File: config.mk
export PLATFORM = sky130hd
export DESIGN_NAME = brf_banked_regs
export DESIGN_NICKNAME = d
export VERILOG_FILES = /design/src/rtl/brf_pkg.sv /design/src/rtl/brf_bank_map.sv /design/src/rtl/brf_reload_seq.sv /design/src/rtl/brf_shadow_set.sv /design/src/rtl/brf_banked_regs.sv
export SDC_FILE = /design/constraint.sdc
export NUM_CORES = 1
export LEC_CHECK = 0
export ABC_CLOCK_PERIOD_IN_PS = 3000
export BUFFER_PORTS_ARGS = -buffer_cell sky130_fd_sc_hd__buf_4
export CORE_UTILIZATION = 33
export DETAILED_ROUTE_END_ITERATION = 10
export GPL_ROUTABILITY_DRIVEN = 0
export PLACE_DENSITY_LB_ADDON = 0.3
export SETUP_SLACK_MARGIN = 0.1
export SYNTH_ARGS = -nofsm -noshare
export SYNTH_HDL_FRONTEND = slang
export SYNTH_SLANG_ARGS = --single-unit
File: constraint.sdc
create_clock -name clk -period 3 [get_ports clk]
set_clock_uncertainty 0.1 [all_clocks]
set_input_delay 0.45 -clock clk [delete_from_list [all_inputs] [get_ports clk]]
set_output_delay 0.45 -clock clk [all_outputs]
set_load 0.005 [all_outputs]
File: src/rtl/brf_pkg.sv
package brf_pkg;

  // Reload sequencer states. Every non-idle state is one busy cycle.
  typedef enum logic [2:0] {
    RL_IDLE,
    RL_FETCH0,   // address register 0 of the new bank
    RL_FETCH1,   // address register 1, capture register 0 data
    RL_CATCH1,   // capture register 1 data
    RL_TAIL      // fixed padding cycle
  } reload_t;

  localparam int unsigned SHADOWS    = 2;
  localparam int unsigned RELOAD_LEN = 4;

endpackage

File: src/rtl/brf_bank_map.sv
// Maps a bank number and a register number onto a RAM address.
module brf_bank_map #(
  parameter int ADDR_W = 8,
  parameter int BANK_W = 2,
  parameter int REG_W  = 3
) (
  input  logic [BANK_W-1:0] bank,
  input  logic [REG_W-1:0]  regn,
  output logic [ADDR_W-1:0] addr
);
  localparam int PAD = ADDR_W - BANK_W - REG_W;

  generate
    if (PAD > 0) begin : g_pad
      assign addr = {{PAD{1'b0}}, bank, regn};
    end else begin : g_exact
      assign addr = {bank, regn};
    end
  endgenerate
endmodule

File: src/rtl/brf_reload_seq.sv
// Tracks the active bank and runs the fixed four-cycle shadow reload.
module brf_reload_seq
  import brf_pkg::*;
#(
  parameter int BANK_W = 2
) (
  input  logic              clk,
  input  logic              rst_n,
  input  logic [BANK_W-1:0] bank_sel,
  input  logic              bank_chg,
  output logic [BANK_W-1:0] act_bank,
  output logic              busy,
  output logic              fetch_en,
  output logic              fetch_idx,
  output logic [SHADOWS-1:0] ld_en
);
  reload_t state, state_nx;
  logic    start;

  assign start = bank_chg && (state == RL_IDLE) && (bank_sel != act_bank);

  always_comb begin
    state_nx = state;
    unique case (state)
      RL_IDLE:   if (start) state_nx = RL_FETCH0;
      RL_FETCH0: state_nx = RL_FETCH1;
      RL_FETCH1: state_nx = RL_CATCH1;
      RL_CATCH1: state_nx = RL_TAIL;
      RL_TAIL:   state_nx = RL_IDLE;
      default:   state_nx = RL_IDLE;
    endcase
  end

  always_ff @(posedge clk or negedge rst_n) begin
    if (!rst_n) begin
      state    <= RL_IDLE;
      act_bank <= '0;
    end else begin
      state <= state_nx;
      if (start) act_bank <= bank_sel;
    end
  end

  assign busy      = (state != RL_IDLE);
  assign fetch_en  = (state == RL_FETCH0) || (state == RL_FETCH1);
  assign fetch_idx = (state == RL_FETCH1);
  assign ld_en[0]  = (state == RL_FETCH1);
  assign ld_en[1]  = (state == RL_CATCH1);
endmodule

File: src/rtl/brf_shadow_set.sv
// Holds the register-0/1 images of the active bank and keeps them coherent.
module brf_shadow_set
  import brf_pkg::*;
#(
  parameter int DATA_W = 8,
  parameter int ADDR_W = 8,
  parameter int BANK_W = 2,
  parameter int REG_W  = 3
) (
  input  logic                             clk,
  input  logic                             rst_n,
  input  logic [BANK_W-1:0]                act_bank,
  input  logic                             wr_en,
  input  logic [ADDR_W-1:0]                wr_addr,
  input  logic [DATA_W-1:0]                wr_data,
  input  logic [SHADOWS-1:0]               ld_en,
  input  logic [DATA_W-1:0]                ld_data,
  output logic [SHADOWS-1:0][DATA_W-1:0]   sh_q
);
  genvar i;
  generate
    for (i = 0; i < SHADOWS; i++) begin : g_slot
      logic [ADDR_W-1:0] slot_addr;
      logic              hit;

      brf_bank_map #(.ADDR_W(ADDR_W), .BANK_W(BANK_W), .REG_W(REG_W)) u_map (
        .bank (act_bank),
        .regn (REG_W'(i)),
        .addr (slot_addr)
      );

      assign hit = wr_en && (wr_addr == slot_addr);

      always_ff @(posedge clk or negedge rst_n) begin
        if (!rst_n)          sh_q[i] <= '0;
        else if (ld_en[i])   sh_q[i] <= ld_data;
        else if (hit)        sh_q[i] <= wr_data;
      end
    end
  endgenerate
endmodule

File: src/rtl/brf_banked_regs.sv
module brf_banked_regs
  import brf_pkg::*;
#(
  parameter int DATA_W        = 8,
  parameter int ADDR_W        = 8,
  parameter int NUM_BANKS     = 4,
  parameter int REGS_PER_BANK = 8
) (
  input  logic                         clk,
  input  logic                         rst_n,
  input  logic [$clog2(NUM_BANKS)-1:0] bank_sel,
  input  logic                         bank_chg,
  input  logic [$clog2(REGS_PER_BANK)-1:0] rd_reg,
  output logic [ADDR_W-1:0]            map_addr,
  input  logic                         wr_valid,
  output logic                         wr_ready,
  input  logic                         wr_by_reg,
  input  logic [ADDR_W-1:0]            wr_addr,
  input  logic [DATA_W-1:0]            wr_data,
  output logic [ADDR_W-1:0]            ram_addr,
  output logic                         ram_we,
  output logic [DATA_W-1:0]            ram_wdata,
  output logic                         ram_re,
  input  logic [DATA_W-1:0]            ram_rdata,
  output logic [DATA_W-1:0]            idx_r0,
  output logic [DATA_W-1:0]            idx_r1,
  output logic                         busy
);
  localparam int BANK_W = $clog2(NUM_BANKS);
  localparam int REG_W  = $clog2(REGS_PER_BANK);

  logic [BANK_W-1:0]               act_bank;
  logic                            fetch_en;
  logic                            fetch_idx;
  logic [SHADOWS-1:0]              ld_en;
  logic [ADDR_W-1:0]               reg_wr_addr;
  logic [ADDR_W-1:0]               fetch_addr;
  logic [ADDR_W-1:0]               eff_wr_addr;
  logic                            wr_take;
  logic [SHADOWS-1:0][DATA_W-1:0]  sh_q;

  brf_reload_seq #(.BANK_W(BANK_W)) u_seq (
    .clk       (clk),
    .rst_n     (rst_n),
    .bank_sel  (bank_sel),
    .bank_chg  (bank_chg),
    .act_bank  (act_bank),
    .busy      (busy),
    .fetch_en  (fetch_en),
    .fetch_idx (fetch_idx),
    .ld_en     (ld_en)
  );

  // Register number -> address for the lookup output
  brf_bank_map #(.ADDR_W(ADDR_W), .BANK_W(BANK_W), .REG_W(REG_W)) u_map_rd (
    .bank (act_bank),
    .regn (rd_reg),
    .addr (map_addr)
  );

  // Register-number writes
  brf_bank_map #(.ADDR_W(ADDR_W), .BANK_W(BANK_W), .REG_W(REG_W)) u_map_wr (
    .bank (act_bank),
    .regn (wr_addr[REG_W-1:0]),
    .addr (reg_wr_addr)
  );

  // Reload fetches
  brf_bank_map #(.ADDR_W(ADDR_W), .BANK_W(BANK_W), .REG_W(REG_W)) u_map_ld (
    .bank (act_bank),
    .regn (REG_W'(fetch_idx)),
    .addr (fetch_addr)
  );

  assign wr_ready    = !busy;
  assign wr_take     = wr_valid && wr_ready;
  assign eff_wr_addr = wr_by_reg ? reg_wr_addr : wr_addr;

  assign ram_re    = fetch_en;
  assign ram_we    = wr_take;
  assign ram_addr  = fetch_en ? fetch_addr : eff_wr_addr;
  assign ram_wdata = wr_data;

  brf_shadow_set #(
    .DATA_W (DATA_W), .ADDR_W (ADDR_W), .BANK_W (BANK_W), .REG_W (REG_W)
  ) u_shadow (
    .clk      (clk),
    .rst_n    (rst_n),
    .act_bank (act_bank),
    .wr_en    (wr_take),
    .wr_addr  (eff_wr_addr),
    .wr_data  (wr_data),
    .ld_en    (ld_en),
    .ld_data  (ram_rdata),
    .sh_q     (sh_q)
  );

  assign idx_r0 = sh_q[0];
  assign idx_r1 = sh_q[1];
endmodule

# Yosys cells after proc, flatten, opt, wreduce, memory -nomap -nowiden
# Index checks and enable logic that the tools add are counted.
# Widths: inputs -> output; s select.
# classes
eq_ne	7
muxes	8
reduce_logical	11
# ops
operator	count
$mux 8	6
$eq 8x5->1	2
$pmux 3 s4	1
$eq 3x2->1 const B	2
$logic_and 1x1->1	5
$reduce_bool 2->1	2
$eq 3x1->1 const B	1
$logic_not 3->1	1
$mux 3	1
$reduce_bool 3->1	1
$ne 2x1->1 const B	1
$ne 2x2->1	1
$logic_not 1->1	1
$logic_or 1x1->1	1
# totals
ff_bits	21
in_bits	34
out_inout_bits	44
wordCells	30

# Longest topological paths before layout
# depth
ltp_word	6
ltp_mapped	6
depth_no_buf	5

# Cells and area by module
# A second synthesis with hierarchy kept.
# unflattened
cells_unflattened	238
hier_area_um2	2045.7
# by_module_without_submodules
module	n_inst	cells_per_inst	area_each_um2	seq_area_each_um2
brf_shadow_set	1	141	1178.6	400.4
brf_bank_map	5	9	63.8	0.0
brf_banked_regs	1	29	299.0	0.0
brf_reload_seq	1	23	249.0	125.1

# Least setup slack after synthesis
# Ideal clock, no wire load.
# synth_timing
path_kind	input -> register
start	input port wr_addr[6]
end	register u_shadow.sh_q[10] in the netlist's numbering
setup_ns	0.130
t_arrival_ns	1.783
required_time_ns	2.770
path_slack_ns	0.988
cell_stages	5
n_path_buf	1
path_cell_list	or4_4 > o32a_4 > buf_6 > o31ai_1 > a21oi_1
# synth_between
elab_chain_len	4
# synth_rtl
element	line_no	rtl
start: declaration	brf_banked_regs.sv:18	input logic [ADDR_W-1:0] wr_addr,
$mux 8	brf_banked_regs.sv:77	assign eff_wr_addr = wr_by_reg ? reg_wr_addr : wr_addr;
$eq 8x5->1	brf_shadow_set.sv:32	assign hit = wr_en && (wr_addr == slot_addr);
$logic_and 1x1->1	brf_shadow_set.sv:32	
$reduce_bool 2->1 (no line)	n/a	
end signal: indexed assignment	brf_shadow_set.sv:36	else if (ld_en[i]) sh_q[i] <= ld_data;
end signal: indexed assignment	brf_shadow_set.sv:37	else if (hit) sh_q[i] <= wr_data;
end: declaration	brf_shadow_set.sv:18	output logic [SHADOWS-1:0][DATA_W-1:0] sh_q
# No other way between the ends.
# A chain may end at the register's enable or synchronous reset.

# Worst setup path in the final report
# layout_timing
start	register u_seq.state[1]
end	output port ram_addr[4]
# layout_between
elab_chain_len	3
elab_cells_between_ends	4
cone_classes	eq/ne (2); mux (1); reduce/logical (1)
# layout_rtl
element	line_no	rtl
start: declaration	brf_reload_seq.sv:17	reload_t state, state_nx;
start signal: assignment	brf_reload_seq.sv:39	state <= state_nx;
$eq 3x1->1 / $eq 3x2->1 (equally long branches)	brf_reload_seq.sv:45	assign fetch_en = (state == RL_FETCH0) || (state == RL_FETCH1);
$logic_or 1x1->1 (*)	brf_reload_seq.sv:45	
$mux 8 (*)	brf_banked_regs.sv:81	assign ram_addr = fetch_en ? fetch_addr : eff_wr_addr;
end: declaration	brf_banked_regs.sv:20	output logic [ADDR_W-1:0] ram_addr,
# Mark *: on every way between the ends. The rest lies on a longest branch, timed or not.

==> out/metrics.yaml <==
status: "complete, no violations"
final-instance-count-excl-fill: 273
place.port_buffers: 68
fp.coreArea_um2: 4140
io_pins: 78
hpwl_mm: 3.05
ys_seq_area_share_pct: 35.7
dpl_cell_area_um2: 1910
cts_sinks: 21
internal_power_mw: 1.04
p_leak_nw: 0.927
yosysTopAreaCellShare_pct: 35.7
drc: 0
clkTransAtPathRegs_ns: 0.08
cts_root_buf: "clkbuf_8"
max_freq_ghz: 0.414
path_buf_inv: 2
cp_cell_sequence: "xnor2_1, nor2_1, buf_4, nor2_1, mux2_1, buf_4"
switchingPower_mw: 0.683
synth.area.top_cells: "dfrtp_1, buf_4, o31ai_1"
syn_area_um2: 1470
cts_made_buffers: 3
totalWireLength_mm: 4.11
ys_seq_elements: 21
max_stage_delay_ns: 0.45
power.total_mw: 1.72
pwr-share-comb_pct: 57.8
grt_pass1_vias: 1362
drt_iter0_drc: 70
power_density_nw_per_um2: 877
num_vias: 1463
start_util_pct: 35.5
first_pass_iters: 7
antenna_found_initial: 0
fin_crit_sh_pct: 80.5
setup-violations-final: 0
wl_per_cell_um: 15.0
grt_first_pass_wirelength_mm: 6.44
timing.critical_path.slowest_stage_cell: "dfrtp_1"
grt_setup_unrepaired: "false"
nets: 258
rrSetupSlack_ns: 0.75
synthTopCellsByCount: "nor2_1, dfrtp_1, buf_4"
reg2reg_from: "u_seq.state[1]$_DFFE_PN0P_"
worstPathArrival_ns: 1.87
die_area_um2: 4730
h-tree-depth: 1
switching_share_pct: 39.6
rows: 23
gr-usage-all-layers_pct: 18.6
clk_path_buf_depth: 2
cp.required_ns: 2.45
critPathKind: "reg -> out"
cts.repair.resized: 0
ir_worst_vdd_v: 0.000530
min_to: "u_seq.act_bank[1]$_DFFE_PN0P_"
yosys.cell_types.count: 34
tns_ns: 0
drv_slew: 0
hp-class: "in -> reg"
p_seq_share_pct: 31.1
syn_to_final_growth_pct: 33.7
relSlewSlack_pct: 47.5
reg2reg_depth: 4
yosysWarnings: 0
hp-start: "bank_sel[1]"
worstMarginPinSlew_ns: 0.788
synth_most_common_cell: "nor2_1"
n_antenna_cell: 0
synth_edf_count: 0
fp.dieW_um: 68.7
synth.largest_area_cell: "dfrtp_1"
final_util_pct: 47.4
worstPathMaxFanout: 6
syn_inst: 167
drtAntennaViolNets: 0
dp_cells: 268
rr_endpoint: "u_shadow.sh_q[4]$_DFFE_PN0P_"
clk_latency_ns: 0.26
whs_path_depth: 2
die_h_um: 68.7
syn-mean-instance-area_um2: 8.80
maxCapViolCount: 0
ys.flop_type: "dfrtp_1"
grt_max_degree: 22
path_delay_family: "flip-flops"
cts_tree: "yes"
final_area_um2: 1970
pwr-share-clk_pct: 11.0
drive_gt1_share_pct: 37.2
finalHoldViolCount: 0
startpoint_type: "flip-flop"
grt_overflow_total: 0
via_per_inst: 5.36
crit_path_end_kind: "output pin"
async_flop_share_pct: 100
min_period_ns: 2.42
-- power by group through the flow --
stage | registers [mW] | logic, mW | clock network [mW]
6_report | 0.536 | 0.997 | 0.190
5_1_grt | 0.556 | 1.13 | 0.205
4_1_cts | 0.539 | 1.01 | 0.195
3_5_place_dp | 0.545 | 1.00 | 0
3_3_place_gp | 0.546 | 0.989 | 0
2_1_floorplan | 0.536 | 0.523 | 0
-- logic make-up after synthesis --
logic type	synth area share, %
AND/OR/NAND/NOR	21.8
AO/OA/AOI/OAI	25.8
buffers and inverters	11.6
flip-flops	35.7
multiplexers	3.06
XOR/XNOR	1.79
other	0.255
-- timing repair --
item                      CTS  global route
setup buffers               0             0
hold endpoints to repair   21             0
hold buffers                1             0
-- per-layer routing --
metal	global-route usage, %	part of all wire (%)	wire [um]
met1	24.0	45	1840
met2	31.0	47	1910
met3	4.11	8.0	327
met4	5.61	0.61	25
met5	0	0	0
-- placed cells by master (no fill, tap or decap), drive strengths merged --
cell type,synthesis,layout
nor2,23,23
a21oi,17,17
a41oi,1,1
a21o,1,1
nand2,6,6
or4,1,1
or2,1,1
and2b,2,2
nor3,1,1
and2,4,4
a31oi,15,15
nor2b,3,3
dfrtp,21,21
o32ai,1,1
conb,1,3
o32a,1,1
buf,19,70
nor4b,1,1
xor2,2,2
and4b,1,1
nand2b,2,2
dlygate4sd3,0,1
mux2,4,4
o21ai,2,2
inv,4,4
clkbuf,2,4
o31ai,16,16
and3,14,14
xnor2,1,1
-- worst max-delay path by stage --
stage                                          start                            end  slack (ns)  cells past startpoint
after floorplan                           wr_addr[6]  u_shadow.sh_q[10]$_DFFE_PN0P_        0.99                      5
after global placement                    wr_addr[6]  u_shadow.sh_q[15]$_DFFE_PN0P_        0.79                      5
after detailed placement                  wr_addr[6]  u_shadow.sh_q[15]$_DFFE_PN0P_        0.79                      5
after CTS                 u_seq.state[1]$_DFFE_PN0P_                    ram_addr[4]        0.57                      6
after global routing      u_seq.state[1]$_DFFE_PN0P_                    ram_addr[4]        0.42                      6
final                     u_seq.state[1]$_DFFE_PN0P_                    ram_addr[4]        0.58                      6
-- area by class of cell --
| class | count | area [um^2] |
|---|---|---|
| sequential | 21 | 526 |
| clock buffer | 4 | 45.0 |
| multi-input combinational | 123 | 782 |
| inverter | 4 | 15.0 |
| tap | 50 | 62.6 |
| fill | 435 | 2180 |
| timing repair buffer | 71 | 536 |
-- metrics by stage --
| step | hold WS, ns | worst slack, ns |
|---|---|---|
| global placement | 0.255 | 0.789 |
| CTS | 0.309 | 0.571 |
| detailed placement | 0.256 | 0.794 |
| finish | 0.310 | 0.585 |
| floorplan | 0.0544 | 0.988 |
| global route | 0.313 | 0.421 |
-- registers in the layout, summed over array words and instances, names as in the netlist --
| register | flops |
|---|---|
| u_shadow.sh_q | 16 |
| u_seq.state | 3 |
| u_seq.act_bank | 2 |
Note: power is estimated with default switching activity, not from simulation.
